<file path="config.mk">
export PLATFORM = sky130hd
export DESIGN_NAME = serial_fifo_pair
export DESIGN_NICKNAME = d
export VERILOG_FILES = /design/src/rtl/fifo_pair_pkg.sv /design/src/rtl/byte_fifo.sv /design/src/rtl/irq_status.sv /design/src/rtl/serial_fifo_pair.sv
export SDC_FILE = /design/constraint.sdc
export NUM_CORES = 1
export LEC_CHECK = 0
export ABC_CLOCK_PERIOD_IN_PS = 4900
export BUFFER_PORTS_ARGS = -buffer_cell sky130_fd_sc_hd__buf_2
export CORE_ASPECT_RATIO = 0.6
export CORE_UTILIZATION = 67
export CTS_BUF_LIST = sky130_fd_sc_hd__clkbuf_8
export CTS_CLUSTER_SIZE = 12
export DETAILED_ROUTE_END_ITERATION = 10
export GPL_TIMING_DRIVEN = 0
export PLACE_DENSITY = 0.87
export SYNTH_ARGS = -nofsm -noshare
export SYNTH_HDL_FRONTEND = slang
export SYNTH_SLANG_ARGS = --single-unit
</file>
<file path="constraint.sdc">
create_clock -name clk -period 4.9 [get_ports clk]
set_clock_uncertainty 0.05 [all_clocks]
set_input_delay 0.49 -clock clk [delete_from_list [all_inputs] [get_ports clk]]
set_output_delay 0.49 -clock clk [all_outputs]
set_load 0.02 [all_outputs]
</file>
<file path="src/rtl/fifo_pair_pkg.sv">
package fifo_pair_pkg;
  localparam int N_SRC        = 7;
  localparam int SRC_TX_EMPTY = 0;
  localparam int SRC_TX_LOW   = 1;
  localparam int SRC_TX_FULL  = 2;
  localparam int SRC_TX_OVR   = 3;
  localparam int SRC_RX_EMPTY = 4;
  localparam int SRC_RX_HIGH  = 5;
  localparam int SRC_RX_FULL  = 6;
  typedef logic [N_SRC-1:0] src_vec_t;
endpackage

</file>
<file path="src/rtl/byte_fifo.sv">
module byte_fifo #(
  parameter int DEPTH = 16,
  parameter int DW    = 8,
  localparam int AW   = $clog2(DEPTH),
  localparam int CW   = AW + 1
) (
  input  logic          clk,
  input  logic          rst_n,
  input  logic          push,
  input  logic [DW-1:0] push_data,
  input  logic          pop,
  output logic [DW-1:0] head,
  input  logic          flush_req,
  output logic          flush_busy,
  output logic [CW-1:0] level
);
  logic [DW-1:0] mem [DEPTH];
  logic [AW-1:0] wp, rp;
  logic [CW-1:0] cnt;
  logic          busy;

  wire is_full    = (cnt == CW'(DEPTH));
  wire is_empty   = (cnt == '0);
  wire do_push    = push & ~busy & ~is_full;
  wire do_pop     = pop  & ~busy & ~is_empty;
  wire flush_step = busy & ~is_empty;
  wire advance_rd = do_pop | flush_step;

  always_ff @(posedge clk) begin
    if (do_push) mem[wp] <= push_data;
  end

  always_ff @(posedge clk or negedge rst_n) begin
    if (!rst_n) begin
      wp   <= '0;
      rp   <= '0;
      cnt  <= '0;
      busy <= 1'b0;
    end else begin
      if (do_push) wp <= wp + AW'(1);
      if (advance_rd) rp <= rp + AW'(1);
      case ({do_push, advance_rd})
        2'b10:   cnt <= cnt + CW'(1);
        2'b01:   cnt <= cnt - CW'(1);
        default: cnt <= cnt;
      endcase
      if (busy) begin
        if (is_empty) busy <= 1'b0;
      end else if (flush_req) begin
        busy <= 1'b1;
      end
    end
  end

  assign head       = (busy || is_empty) ? '0 : mem[rp];
  assign flush_busy = busy;
  assign level      = cnt;
endmodule

</file>
<file path="src/rtl/irq_status.sv">
module irq_status
  import fifo_pair_pkg::*;
(
  input  logic     clk,
  input  logic     rst_n,
  input  src_vec_t evt,
  input  src_vec_t mask,
  input  src_vec_t clear,
  output src_vec_t raw,
  output src_vec_t masked,
  output logic     irq
);
  always_ff @(posedge clk or negedge rst_n) begin
    if (!rst_n) raw <= '0;
    else        raw <= (raw & ~clear) | evt;
  end

  assign masked = raw & mask;
  assign irq    = |masked;
endmodule

</file>
<file path="src/rtl/serial_fifo_pair.sv">
module serial_fifo_pair
  import fifo_pair_pkg::*;
#(
  parameter int DEPTH = 16,
  parameter int DW    = 8,
  localparam int AW   = $clog2(DEPTH),
  localparam int CW   = AW + 1
) (
  input  logic             clk,
  input  logic             rst_n,
  input  logic [AW-1:0]    tx_thresh,
  input  logic [AW-1:0]    rx_thresh,
  input  logic             flush_tx_req,
  input  logic             flush_rx_req,
  output logic             flush_tx_busy,
  output logic             flush_rx_busy,
  input  logic             host_tx_wr,
  input  logic [DW-1:0]    host_tx_wdata,
  input  logic             host_rx_rd,
  output logic [DW-1:0]    host_rx_rdata,
  input  logic             eng_tx_pop,
  output logic [DW-1:0]    eng_tx_data,
  input  logic             eng_rx_push,
  input  logic [DW-1:0]    eng_rx_wdata,
  input  logic [N_SRC-1:0] irq_mask,
  input  logic [N_SRC-1:0] irq_clear,
  output logic [N_SRC-1:0] raw_status,
  output logic [N_SRC-1:0] masked_status,
  output logic             irq
);
  function automatic logic at_or_below(input logic [CW-1:0] lvl, input logic [AW-1:0] thr);
    return lvl <= {1'b0, thr};
  endfunction

  function automatic logic at_or_above(input logic [CW-1:0] lvl, input logic [AW-1:0] thr);
    return lvl >= {1'b0, thr};
  endfunction

  function automatic logic is_full_lvl(input logic [CW-1:0] lvl);
    return lvl == CW'(DEPTH);
  endfunction

  logic [CW-1:0] tx_level, rx_level;
  logic          tx_ovr_evt;
  src_vec_t      evt;

  byte_fifo #(.DEPTH(DEPTH), .DW(DW)) u_txq (
    .clk(clk), .rst_n(rst_n),
    .push(host_tx_wr), .push_data(host_tx_wdata),
    .pop(eng_tx_pop), .head(eng_tx_data),
    .flush_req(flush_tx_req), .flush_busy(flush_tx_busy),
    .level(tx_level)
  );

  byte_fifo #(.DEPTH(DEPTH), .DW(DW)) u_rxq (
    .clk(clk), .rst_n(rst_n),
    .push(eng_rx_push), .push_data(eng_rx_wdata),
    .pop(host_rx_rd), .head(host_rx_rdata),
    .flush_req(flush_rx_req), .flush_busy(flush_rx_busy),
    .level(rx_level)
  );

  assign tx_ovr_evt = host_tx_wr & ~flush_tx_busy & is_full_lvl(tx_level);

  always_comb begin
    evt               = '0;
    evt[SRC_TX_EMPTY] = (tx_level == '0);
    evt[SRC_TX_LOW]   = at_or_below(tx_level, tx_thresh);
    evt[SRC_TX_FULL]  = is_full_lvl(tx_level);
    evt[SRC_TX_OVR]   = tx_ovr_evt;
    evt[SRC_RX_EMPTY] = (rx_level == '0);
    evt[SRC_RX_HIGH]  = at_or_above(rx_level, rx_thresh);
    evt[SRC_RX_FULL]  = is_full_lvl(rx_level);
  end

  irq_status u_stat (
    .clk(clk), .rst_n(rst_n),
    .evt(evt), .mask(irq_mask), .clear(irq_clear),
    .raw(raw_status), .masked(masked_status), .irq(irq)
  );
endmodule

</file>
==> metrics.md, run 1 <==
| Metric | Value |
|---|---|
| Die ar. | `0.0187 sq mm` |
| Clock buffer count from CTS | `41` |
| Worst EP required | `5.30 ns` |
| Syn Inst Count | `724` |
| P per Cell Area | `548 mW/mm^2` |
| Gr usage total | `0.296` |
| Ant. Diodes | `0` |
| Clk buf depth | `3` |
| First-pass GRT wire length | `40200 um` |
| Syn Area/Cell | `16.8 sq um` |
| Setup CP Type | `reg2reg` |
| Final #Nets | `916` |
| Initial antenna violation count | `1` |
| Final Setup Violations | `0` |
| Cell Count Post-Placement | `1036` |
| Hold Path Class | `in2async` |
| Fmax | `0.306 GHz` |
| Core area | `0.0175 sq mm` |
| Cts repair resizes | `0` |
| Clock power share | `0.246` |
| Most common cell in the netlist | `edfxtp_1` |
| Postcts setup bufs | `0` |
| Setup_tns | `0 ns` |
| DPL Wire Length | `18400 um` |
| Area Growth Syn to Fin | `12.2%` |
| I/O Pins | `79` |
| Wire per inst | `24.0 um` |
| Residual DRC | `0` |
| Syn Std Cell Area | `0.0122 sq mm` |
| Unique masters post-synth | `46` |
| Port-buffer cells | `78` |
| Critical R2R Capture | `u_txq.level[4]` |
| Worst Path Max Fanout | `8` |
| Crit-path cells | `buf_2 > nor4_4 > a21oi_1 > ha_1 > clkbuf_1 > xor2_1 > ha_1 > o211a_1 > nor3_1 > a2111oi_0 > xnor2_1` |
| Max Cap Viol | `0` |
| Final Cell Area | `0.0136 sq mm` |
| Top post-synthesis cells by area | `edfxtp_1 (63%), dfrtp_1 (7.2%), mux2i_1 (6.6%)` |
| CTS root buffer | `clkbuf_8` |
| Ys Warns | `0` |
| Crit share post-route | `0.667` |
| Number of flops mapped to enable cells by yosys | `256` |
| DRT Pass-1 Iters | `5` |
| Hold_buf cts | `0` |
| Comb power frac | `0.345` |
| Fin. max-slew vios | `0` |
| CTS Sinks | `291` |
| Overflow after GRT | `0` |
| Asr flop ratio synth | `0.120` |
| CTS tree | `built` |
| Family with the most delay on the worst path | `compound AO/OA/AOI/OAI gates` |
| Worst path bufs/invs | `2` |
| Top_reg_cell synth | `edfxtp_1` |
| Vias in the first global route | `7090` |
| Drt via density | `6.42` |
| DR iter-0 viols | `769` |
| Total Routed Length | `26700 um` |
| Syn Nets | `795` |
| Area share of the largest cell type after synthesis | `0.632` |
| Max VDD drop | `0.000368 V` |
| Post-DP Area | `0.0128 sq mm` |
| CP max stage delay | `0.55 ns` |
| Antenna Nets Post-Route | `0` |
| Multi-input logic area | `0.00334 sq mm` |
| CTS H-tree lvls | `2` |
| Slowest CP cell | `a21oi_1` |
| P_sw | `2.59 mW` |
| Leakage power | `5.08 nW` |
| Synth Register Bits | `291` |
| R2R Setup Slk | `1.63 ns` |
| # fillers | `878` |
| Final Wtd Congestion | `0.916` |
| Internal | `4.88 mW` |
| Sequential cell area | `0.00856 sq mm` |
| Sw Ratio | `0.347` |
| Clock Pin Slew Worst Setup and Hold Paths | `0.07 ns` |
| DR vias | `7127` |
| Final Hold Viols | `0` |
| Area leader, netlist | `edfxtp_1` |
| Initial Util | `0.697` |
| Slew HR | `0.0872` |
| Outcome | `complete, no violations` |
| Die H | `106 um` |
| CP Launch Type | `register` |
| Post-synthesis sequential area ratio | `0.704` |
| Die Wd | `176 um` |
| Pin count of the biggest net entering global routing | `36` |
| Crit end category | `register` |
| Critical path arrival | `3.66 ns` |
| Reg power frac | `0.409` |
| Worst-Margin Slew | `1.37 ns` |
| Post-layout util | `0.782` |
| Reg2Reg Depth | `11` |
| Worst-Skew Late Latency | `0.52 ns` |
| RR Startpoint | `u_txq.level[2]` |
| Number of core rows | `37` |
| Finished Layout Cells | `1110` |
| RSZ-0062 raised after global routing | `false` |
| Top cells by count, synth | `edfxtp_1 (256), mux2i_1 (80), dfrtp_1 (35), nand2_1 (35)` |
| Most frequent CP cell | `ha_1` |
| Tot Pwr | `7.47 mW` |
| Period minus WS final | `3.27 ns` |
| Layout cells sized above 1 | `0.225` |
through the flow:
| step | worst slack (ns) | hold WS, ns |
|---|---|---|
| 2_1_floorplan | 2.20 | 0.144 |
| 3_3_place_gp | 1.91 | 0.432 |
| 3_5_place_dp | 1.71 | 0.445 |
| 4_1_cts | 1.70 | 0.0296 |
| 5_1_grt | 1.54 | 0.0686 |
| 6_report | 1.63 | 0.0194 |
kinds of logic after synthesis:
group | share of synthesized area
flip-flops | 0.704
AND/OR/NAND/NOR | 0.0545
multiplexers | 0.129
AO/OA/AOI/OAI | 0.0481
buffers and inverters | 0.0214
adder cells (fa/ha/maj) | 0.0257
XOR/XNOR | 0.0173
per-layer routing:
| layer | track usage | wire, um | vias up |
|---|---|---|---|
| li1 | - | - | 3046 |
| met1 | 0.450 | 11100 | 3552 |
| met2 | 0.424 | 11800 | 485 |
| met3 | 0.0901 | 3470 | 42 |
| met4 | 0.0702 | 333 | 2 |
| met5 | 0 | 13 | - |
cell usage in the layout (no fill, tap or decap), types with 6 or more instances in the layout:
cell	netlist	routed
a21oi_1	10	10
a22oi_1	32	32
and2_1	14	14
buf_2	16	94
clkbuf_1	8	8
clkbuf_8	0	48
clkinv_1	0	10
dfrtp_1	35	35
edfxtp_1	256	256
ha_1	25	25
inv_1	25	35
mux2i_1	80	80
mux4_2	32	32
nand2_1	35	35
nand2b_1	6	6
nor2_1	26	26
nor2b_1	7	7
o21ai_0	11	11
o22ai_1	17	17
xnor2_1	14	14
xor2_1	10	10
power groups by stage:
| stage | clock network [mW] | logic (mW) | registers, mW |
|---|---|---|---|
| after floorplan | 0 | 1.80 | 3.07 |
| after global placement | 0 | 2.37 | 3.07 |
| after detailed placement | 0 | 2.52 | 3.09 |
| after CTS | 1.84 | 2.54 | 3.05 |
| after global routing | 1.96 | 2.74 | 3.07 |
| final | 1.84 | 2.58 | 3.05 |
worst max-delay path by stage:
stage / start / end / slack (ns) / cells after the start
floorplan: u_txq.level[1] / u_txq.level[4] / 2.20 / 12
global placement: u_txq.level[1] / u_txq.level[4] / 1.91 / 11
detailed placement: u_txq.level[2] / u_txq.level[4] / 1.71 / 11
CTS: u_txq.level[2] / u_txq.level[4] / 1.70 / 11
global route: u_txq.level[2] / u_txq.level[4] / 1.54 / 11
finish: u_txq.level[2] / u_txq.level[4] / 1.63 / 11
worst register-to-register path, cell delays in order, from the launching register on:
cell and delay [ns]:
dfrtp_1 0.38, buf_2 0.22, nor4_4 0.09, a21oi_1 0.55, ha_1 0.29, clkbuf_1 0.29
xor2_1 0.19, ha_1 0.21, o211a_1 0.17, nor3_1 0.04, a2111oi_0 0.54, xnor2_1 0.19
registers in the layout (all words and copies together), names as in the netlist, 4 cells and up:
register	cells
u_stat.raw	7
u_rxq.level	5
u_txq.mem	128
u_rxq.rp	4
u_rxq.mem	128
u_txq.level	5
u_txq.rp	4
u_rxq.wp	4
u_txq.wp	4
area by class of cell:
type / count / area share
tap: 234 / 0.0215
clock buffer: 48 / 0.0484
inverter: 26 / 0.00715
buffer: 33 / 0.0119
multi-input combinational: 374 / 0.245
timing repair buffer: 78 / 0.0286
clock inverter: 26 / 0.00999
sequential: 291 / 0.628
Power figures use the tool's default switching activity.
==> run 2, diff against run 1 <==
ABC_CLOCK_PERIOD_IN_PS = 3300   (was 4900)
CORE_UTILIZATION = 63   (was 67)
PLACE_DENSITY = 0.82   (was 0.87)
clock period = 3.3 ns   (was 4.9 ns; I/O delays follow)
==> run 2 against run 1 <==
Wire length increased by 2.4%. Flip-flop and latch count unchanged. Utilization decreased by 3.8 points. Design area grew 0.86%. Critical endpoint is now u_rxq.level[4].
==> metrics.md, run 2 (synthesis results as in run 1) <==
| Metric | Value |
|---|---|
| Final Cell Area | `0.0138 sq mm (+0.86%)` |
| Worst-Skew Late Latency | `0.56 ns (+0.04 ns)` |
| Crit end category | `register` |
| Fmax | `0.322 GHz (+5.3%)` |
| First-pass GRT wire length | `40900 um (+1.6%)` |
| P per Cell Area | `806 mW/mm^2 (+47%)` |
| Final Wtd Congestion | `0.883 (-3.6%)` |
| Crit-path cells | `nor2_1 > a21oi_1 > ha_1 > clkbuf_1 > xor2_1 > ha_1 > and3b_1 > o21ai_0 > a21oi_1 > xnor2_1` |
| Critical path arrival | `3.48 ns (-0.18 ns)` |
| Slew HR | `0.0728 (-0.0144)` |
| DR iter-0 viols | `937 (+22%)` |
| Worst Path Max Fanout | `8 (unchanged)` |
| Vias in the first global route | `7141 (+0.72%)` |
| Residual DRC | `0 (unchanged)` |
| R2R Setup Slk | `0.20 ns (-1.44 ns)` |
| Most common cell after layout, fill and taps aside | `edfxtp_1` |
| CTS root buffer | `clkbuf_8` |
| Family with the most delay on the worst path | `compound AO/OA/AOI/OAI gates` |
| Final Setup Violations | `0 (unchanged)` |
| Setup CP Type | `reg2reg` |
| Max Cap Viol | `0 (unchanged)` |
| Reg2Reg Depth | `10 (-1)` |
| Leakage power | `5.15 nW (+1.4%)` |
| Number of core rows | `38 (+2.7%)` |
| Postcts setup bufs | `0 (unchanged)` |
| Clock buffer count from CTS | `42 (+2.4%)` |
| CTS Sinks | `291 (unchanged)` |
| Hold Path Depth | `3` |
| Most frequent cells in the layout | `edfxtp_1 (256), buf_2 (94), mux2i_1 (80), clkbuf_8 (45), inv_1 (43)` |
| Worst path bufs/invs | `1 (-1)` |
| Pin count of the biggest net entering global routing | `36 (unchanged)` |
| Hold Path Class | `in2reg` |
| Port-buffer cells | `78 (unchanged)` |
| DRT Pass-1 Iters | `5 (unchanged)` |
| DR vias | `7107 (-0.28%)` |
| Wire per inst | `24.3 um (+1.1%)` |
| RSZ-0062 raised after global routing | `false` |
| I/O Pins | `79 (unchanged)` |
| Clock Pin Slew Worst Setup and Hold Paths | `0.07 ns (about the same)` |
| Final #Nets | `924 (+0.87%)` |
| Final Worst Setup Slack | `0.199 ns (-1.44 ns)` |
| Slowest CP cell | `a21oi_1` |
| Drt via density | `6.32 (-1.5%)` |
| Hold WS | `0.0736 ns (+0.0542 ns)` |
| CTS tree | `built` |
| Worst-Margin Slew | `1.38 ns (+0.0140 ns)` |
| Die H | `110 um (+3.1%)` |
| Crit share post-route | `0.940 (+0.273)` |
| Outcome | `complete, no violations` |
| CP Launch Type | `register` |
| Layout cells sized above 1 | `0.231 (+0.00588)` |
| Die Wd | `181 um (+3.1%)` |
| CP max stage delay | `0.70 ns (+0.15 ns)` |
| Clk buf depth | `3 (unchanged)` |
| Initial Util | `0.657 (-0.0393)` |
| Post-DP Area | `0.0129 sq mm (about the same)` |
| Total Routed Length | `27300 um (+2.4%)` |
| Gr usage total | `0.284 (-0.0120)` |
| Worst path depth | `10 (-1)` |
| Area Growth Syn to Fin | `13.2%` |
| Overflow after GRT | `0 (unchanged)` |
| Setup_tns | `0 ns (unchanged)` |
| Max VDD drop | `0.000556 V (+51%)` |
| Period minus WS final | `3.10 ns (-0.165 ns)` |
| Worst EP required | `3.68 ns (-1.62 ns)` |
| Pre-CTS setup slack | `0.0695 ns (-1.64 ns)` |
| Core area | `0.0185 sq mm (+6.0%)` |
| CTS H-tree lvls | `2 (unchanged)` |
| DPL Wire Length | `18600 um (+1.2%)` |
| Leading registers by flop count | `u_rxq.mem: 128 flops, u_txq.mem: 128 flops, u_stat.raw: 7 flops` |
| Die ar. | `0.0199 sq mm (+6.2%)` |
| Final Hold Viols | `0 (unchanged)` |
| Initial antenna violation count | `0 (-1)` |
| Fin. max-slew vios | `0 (unchanged)` |
| Ant. Diodes | `0 (unchanged)` |
| Antenna Nets Post-Route | `0 (unchanged)` |
-- run 2: cell count changes in the layout (fill, tap and decap cells not counted), sizes merged --
cell         previous run  this run
bufinv                  1         2
clkbuf                 56        53
dlygate4sd3             0         7
inv                    37        46
clkinv                 13         6
clkinvlp                1         2
-- run 2: worst min-delay path, delay by kind of cell --
kind	cells	cell delay, ns
simple gates	1	0.05
buf+inv	1	0.09
compound gates	1	0.14
-- run 2: final cells by class --
| class | instances | area, sq um |
|---|---|---|
| Buffer | 33 | 164 |
| Tap cell | 240 | 300 |
| Timing Repair Buffer | 85 | 460 |
| Inverter | 26 | 97.6 |
| Multi-Input combinational cell | 374 | 3370 |
| Clock inverter | 30 | 186 |
| Clock buffer | 45 | 619 |
| Fill cell | 1059 | 4730 |
| Sequential cell | 291 | 8560 |
-- run 2: worst paths after layout --
path,from,end
worst max register to register,u_rxq.flush_busy,u_rxq.level[4]
max in group asynchronous,rst_n,u_rxq.wp[2]
worst max-delay path,u_rxq.flush_busy,u_rxq.level[4]
worst min-delay path,flush_rx_req,u_rxq.flush_busy
worst min register to register,u_txq.rp[3],u_txq.rp[3]
min in group asynchronous,rst_n,u_stat.raw[4]
-- run 2: routing by layer --
layer  vias up  wire length [um]  global-route usage  share of wire
li1       3069                 -                   -              -
met1      3583             11800               0.434           0.43
met2       414             11700               0.402           0.43
met3        41              3400              0.0851           0.12
met4         0               383              0.0714          0.014
met5         -                 0                   0              0
-- run 2: stage by stage --
stage	total power [mW]	instances	utilization
floorplan	7.23	724	-
global placement	8.10	1042	0.695
detailed placement	8.29	1042	0.695
CTS	11.0	1124	0.742
global route	11.6	1124	0.744
finish	11.1	1124	0.744
-- run 2: where the power goes --
part / switching [mW] / internal (mW)
clock network: 1.33 / 1.42
logic: 2.22 / 1.59
registers: 0.269 / 4.26
total: 3.82 / 7.28
-- run 2: repair_timing --
action	CTS	global route
hold endpoints to repair	41	0
gates resized for setup	0	4
hold buffers	7	0
setup endpoints to repair	0	1
==> run 3, diff against run 2 <==
REMOVE_ABC_BUFFERS = 1   (was default)
==> run 3 against run 2 <==
Design area fell by 1.5%. Via count fell by 2.6%. Clock power shrank 7.6%. First-iteration DRC count is 1.4% lower. Count of clock-buffer cells in the layout fell by 3. Combinational power shrank 19%. Non-clock buffer count fell by 30. Cell count fell by 3.0%. Die area unchanged. Setup slack got worse by 0.10 ns. Flip-flop and latch count is the same. Critical path type is now reg2out. Critical endpoint is now eng_tx_data[7]. Largest power group unchanged.
==> metrics.md, run 3 (synthesis results as in run 1) <==
| Metric | Value |
|---|---|
| Outcome | `complete, no violations` |
| Ant. Diodes | `0 (unchanged)` |
| Worst path depth | `5 (-5)` |
| First-pass GRT wire length | `37900 um (-7.2%)` |
| Worst-Skew Late Latency | `0.53 ns (-0.03 ns)` |
| Die H | `110 um (unchanged)` |
| Crit path to | `eng_tx_data[7]` |
| R2R Setup Slk | `0.21 ns (about the same)` |
| Antenna Nets Post-Route | `0 (unchanged)` |
| Hold WS | `0.0762 ns (+0.00263 ns)` |
| Overflow after GRT | `0 (unchanged)` |
| DPL Wire Length | `17000 um (-8.5%)` |
| Family with the most delay on the worst path | `simple AND/OR/NAND/NOR gates` |
| Reg2Reg Depth | `9 (-1)` |
| DR iter-0 viols | `924 (-1.4%)` |
| Slew HR | `0.101 (+0.0284)` |
| I/O Pins | `79 (unchanged)` |
| Worst-Margin Slew | `1.34 ns (-0.0423 ns)` |
| Initial Util | `0.657 (unchanged)` |
| Setup crit start | `u_txq.rp[0]` |
| Drt via density | `6.35 (+0.48%)` |
| Max Cap Viol | `0 (unchanged)` |
| Die Wd | `181 um (unchanged)` |
| Fin. max-slew vios | `0 (unchanged)` |
| CTS H-tree lvls | `2 (unchanged)` |
| Tot Pwr | `10.6 mW (-4.1%)` |
| Slowest CP cell | `dfrtp_1` |
| CTS root buffer | `clkbuf_8` |
| Worst EP required | `2.92 ns (-0.76 ns)` |
| Area Growth Syn to Fin | `11.4%` |
| Final Wtd Congestion | `0.874 (-0.99%)` |
| RSZ-0062 raised after global routing | `false` |
| Crit-path cells | `nor2b_1 > a22oi_1 > nand2_1 > o22ai_1 > buf_2` |
| Setup CP Type | `reg2out` |
| Final Setup Violations | `0 (unchanged)` |
| CTS Sinks | `291 (unchanged)` |
| Worst Path Max Fanout | `14 (+6)` |
| Leading registers by flop count | `u_rxq.mem: 128 flops, u_txq.mem: 128 flops, u_stat.raw: 7 flops` |
| DR vias | `6925 (-2.6%)` |
| Critical R2R Capture | `u_txq.level[4]` |
| Leakage power | `5.02 nW (-2.7%)` |
| # fillers | `1066 (+0.66%)` |
| Pre-CTS setup slack | `0.333 ns (+0.263 ns)` |
| Layout cells sized above 1 | `0.216 (-0.0143)` |
| CP max stage delay | `0.82 ns (+0.12 ns)` |
| Residual DRC | `0 (unchanged)` |
| Wire per inst | `23.2 um (-4.6%)` |
| Gr usage total | `0.259 (-0.0245)` |
| CTS tree | `built` |
| Critical path arrival | `2.82 ns (-0.66 ns)` |
| P per Cell Area | `785 mW/mm^2 (-2.6%)` |
| Port-buffer cells | `78 (unchanged)` |
| Clock Pin Slew Worst Setup and Hold Paths | `0.07 ns (about the same)` |
| Most common cell after layout, fill and taps aside | `edfxtp_1` |
| Worst path bufs/invs | `1 (unchanged)` |
| Final Hold Viols | `0 (unchanged)` |
| Max VDD drop | `0.000427 V (-23%)` |
| Postcts setup bufs | `0 (unchanged)` |
| Crit share post-route | `0.971 (+0.0313)` |
| Vias in the first global route | `6788 (-4.9%)` |
| Hold Path Class | `in2reg` |
| Final #Nets | `892 (-3.5%)` |
| Die ar. | `0.0199 sq mm (unchanged)` |
| Crit end category | `primary output` |
| Total Routed Length | `25300 um (-7.5%)` |
| Pin count of the biggest net entering global routing | `52 (+44%)` |
| Final Worst Setup Slack | `0.0952 ns (-0.103 ns)` |
| Initial antenna violation count | `0 (unchanged)` |
| RR Startpoint | `u_txq.level[2]` |
| Core area | `0.0185 sq mm (unchanged)` |
| Period minus WS final | `3.20 ns (+0.103 ns)` |
| Clk buf depth | `3 (unchanged)` |
| HP Start | `flush_tx_req` |
| Most frequent cells in the layout | `edfxtp_1 (256), mux2i_1 (80), buf_2 (78), clkbuf_8 (42), inv_1 (40)` |
| Clock buffer count from CTS | `40 (-4.8%)` |
| Fmax | `0.312 GHz (-3.2%)` |
| Number of core rows | `38 (unchanged)` |
| DRT Pass-1 Iters | `5 (unchanged)` |
| CP Launch Type | `register` |
run 3: changes by cell type in the layout (fill, tap and decap cells not counted), moves of 4 or more:
cell,change
dfrtp_1,-5
clkbuf_1,-7
buf_2,-16
buf_4,-5
dfrtp_2,+4
buf_1,-4
run 3: metrics by stage:
step	area [sq um]	util	cells	TNS, ns
2_1_floorplan	12000	-	691	0
3_3_place_gp	12700	0.686	1009	-3.70
3_5_place_dp	12700	0.687	1010	0
4_1_cts	13500	0.731	1088	0
5_1_grt	13600	0.733	1090	0
6_report	13600	0.733	1090	0
run 3: area by class of cell:
type / count / area (sq um) / area share
clock inverters: 29 / 151 / 0.0112
inverters: 26 / 97.6 / 0.00720
clock buffers: 42 / 578 / 0.0427
flip-flops and latches: 291 / 8570 / 0.633
repair buffers: 88 / 495 / 0.0366
well taps: 240 / 300 / 0.0222
multi-input cells: 374 / 3360 / 0.248
run 3: timing repair:
| action | in CTS | in global routing |
|---|---|---|
| endpoints found under the hold margin | 41 | 0 |
| setup endpoints to repair | 8 | 3 |
| resized for setup | 1 | 2 |
| hold buffers | 7 | 0 |
run 3: worst min path at each step:
stage,end,slack (ns),cells after the start
after floorplan,u_rxq.flush_busy,-0.02,0
after global placement,u_txq.level[0],0.40,1
after detailed placement,u_stat.raw[1],0.42,1
after CTS,u_txq.flush_busy,0.07,3
after global routing,u_txq.flush_busy,0.06,3
final,u_txq.flush_busy,0.08,3
run 3: metal layers:
layer  track usage  part of all wire  vias up
met4        0.0672             0.015        0
met2         0.384              0.44      395
met1         0.394              0.44     3488
met3        0.0580             0.097       38
met5             0                 0        -
li1              -                 -     3004
run 3: worst register-to-register path: cells and delay by family, from the launching register on:
kind	cells	cell delay, ns
AOI/OAI and AO/OA	3	1.19
xor gates and xnor gates	2	0.37
adders and majority gates	2	0.67
DFF	1	0.57
and+or+nand+nor	2	0.15
run 3: power breakdown:
group	switching [mW]	internal, mW
registers	0.763	4.26
logic	1.58	1.49
clock network	1.28	1.26
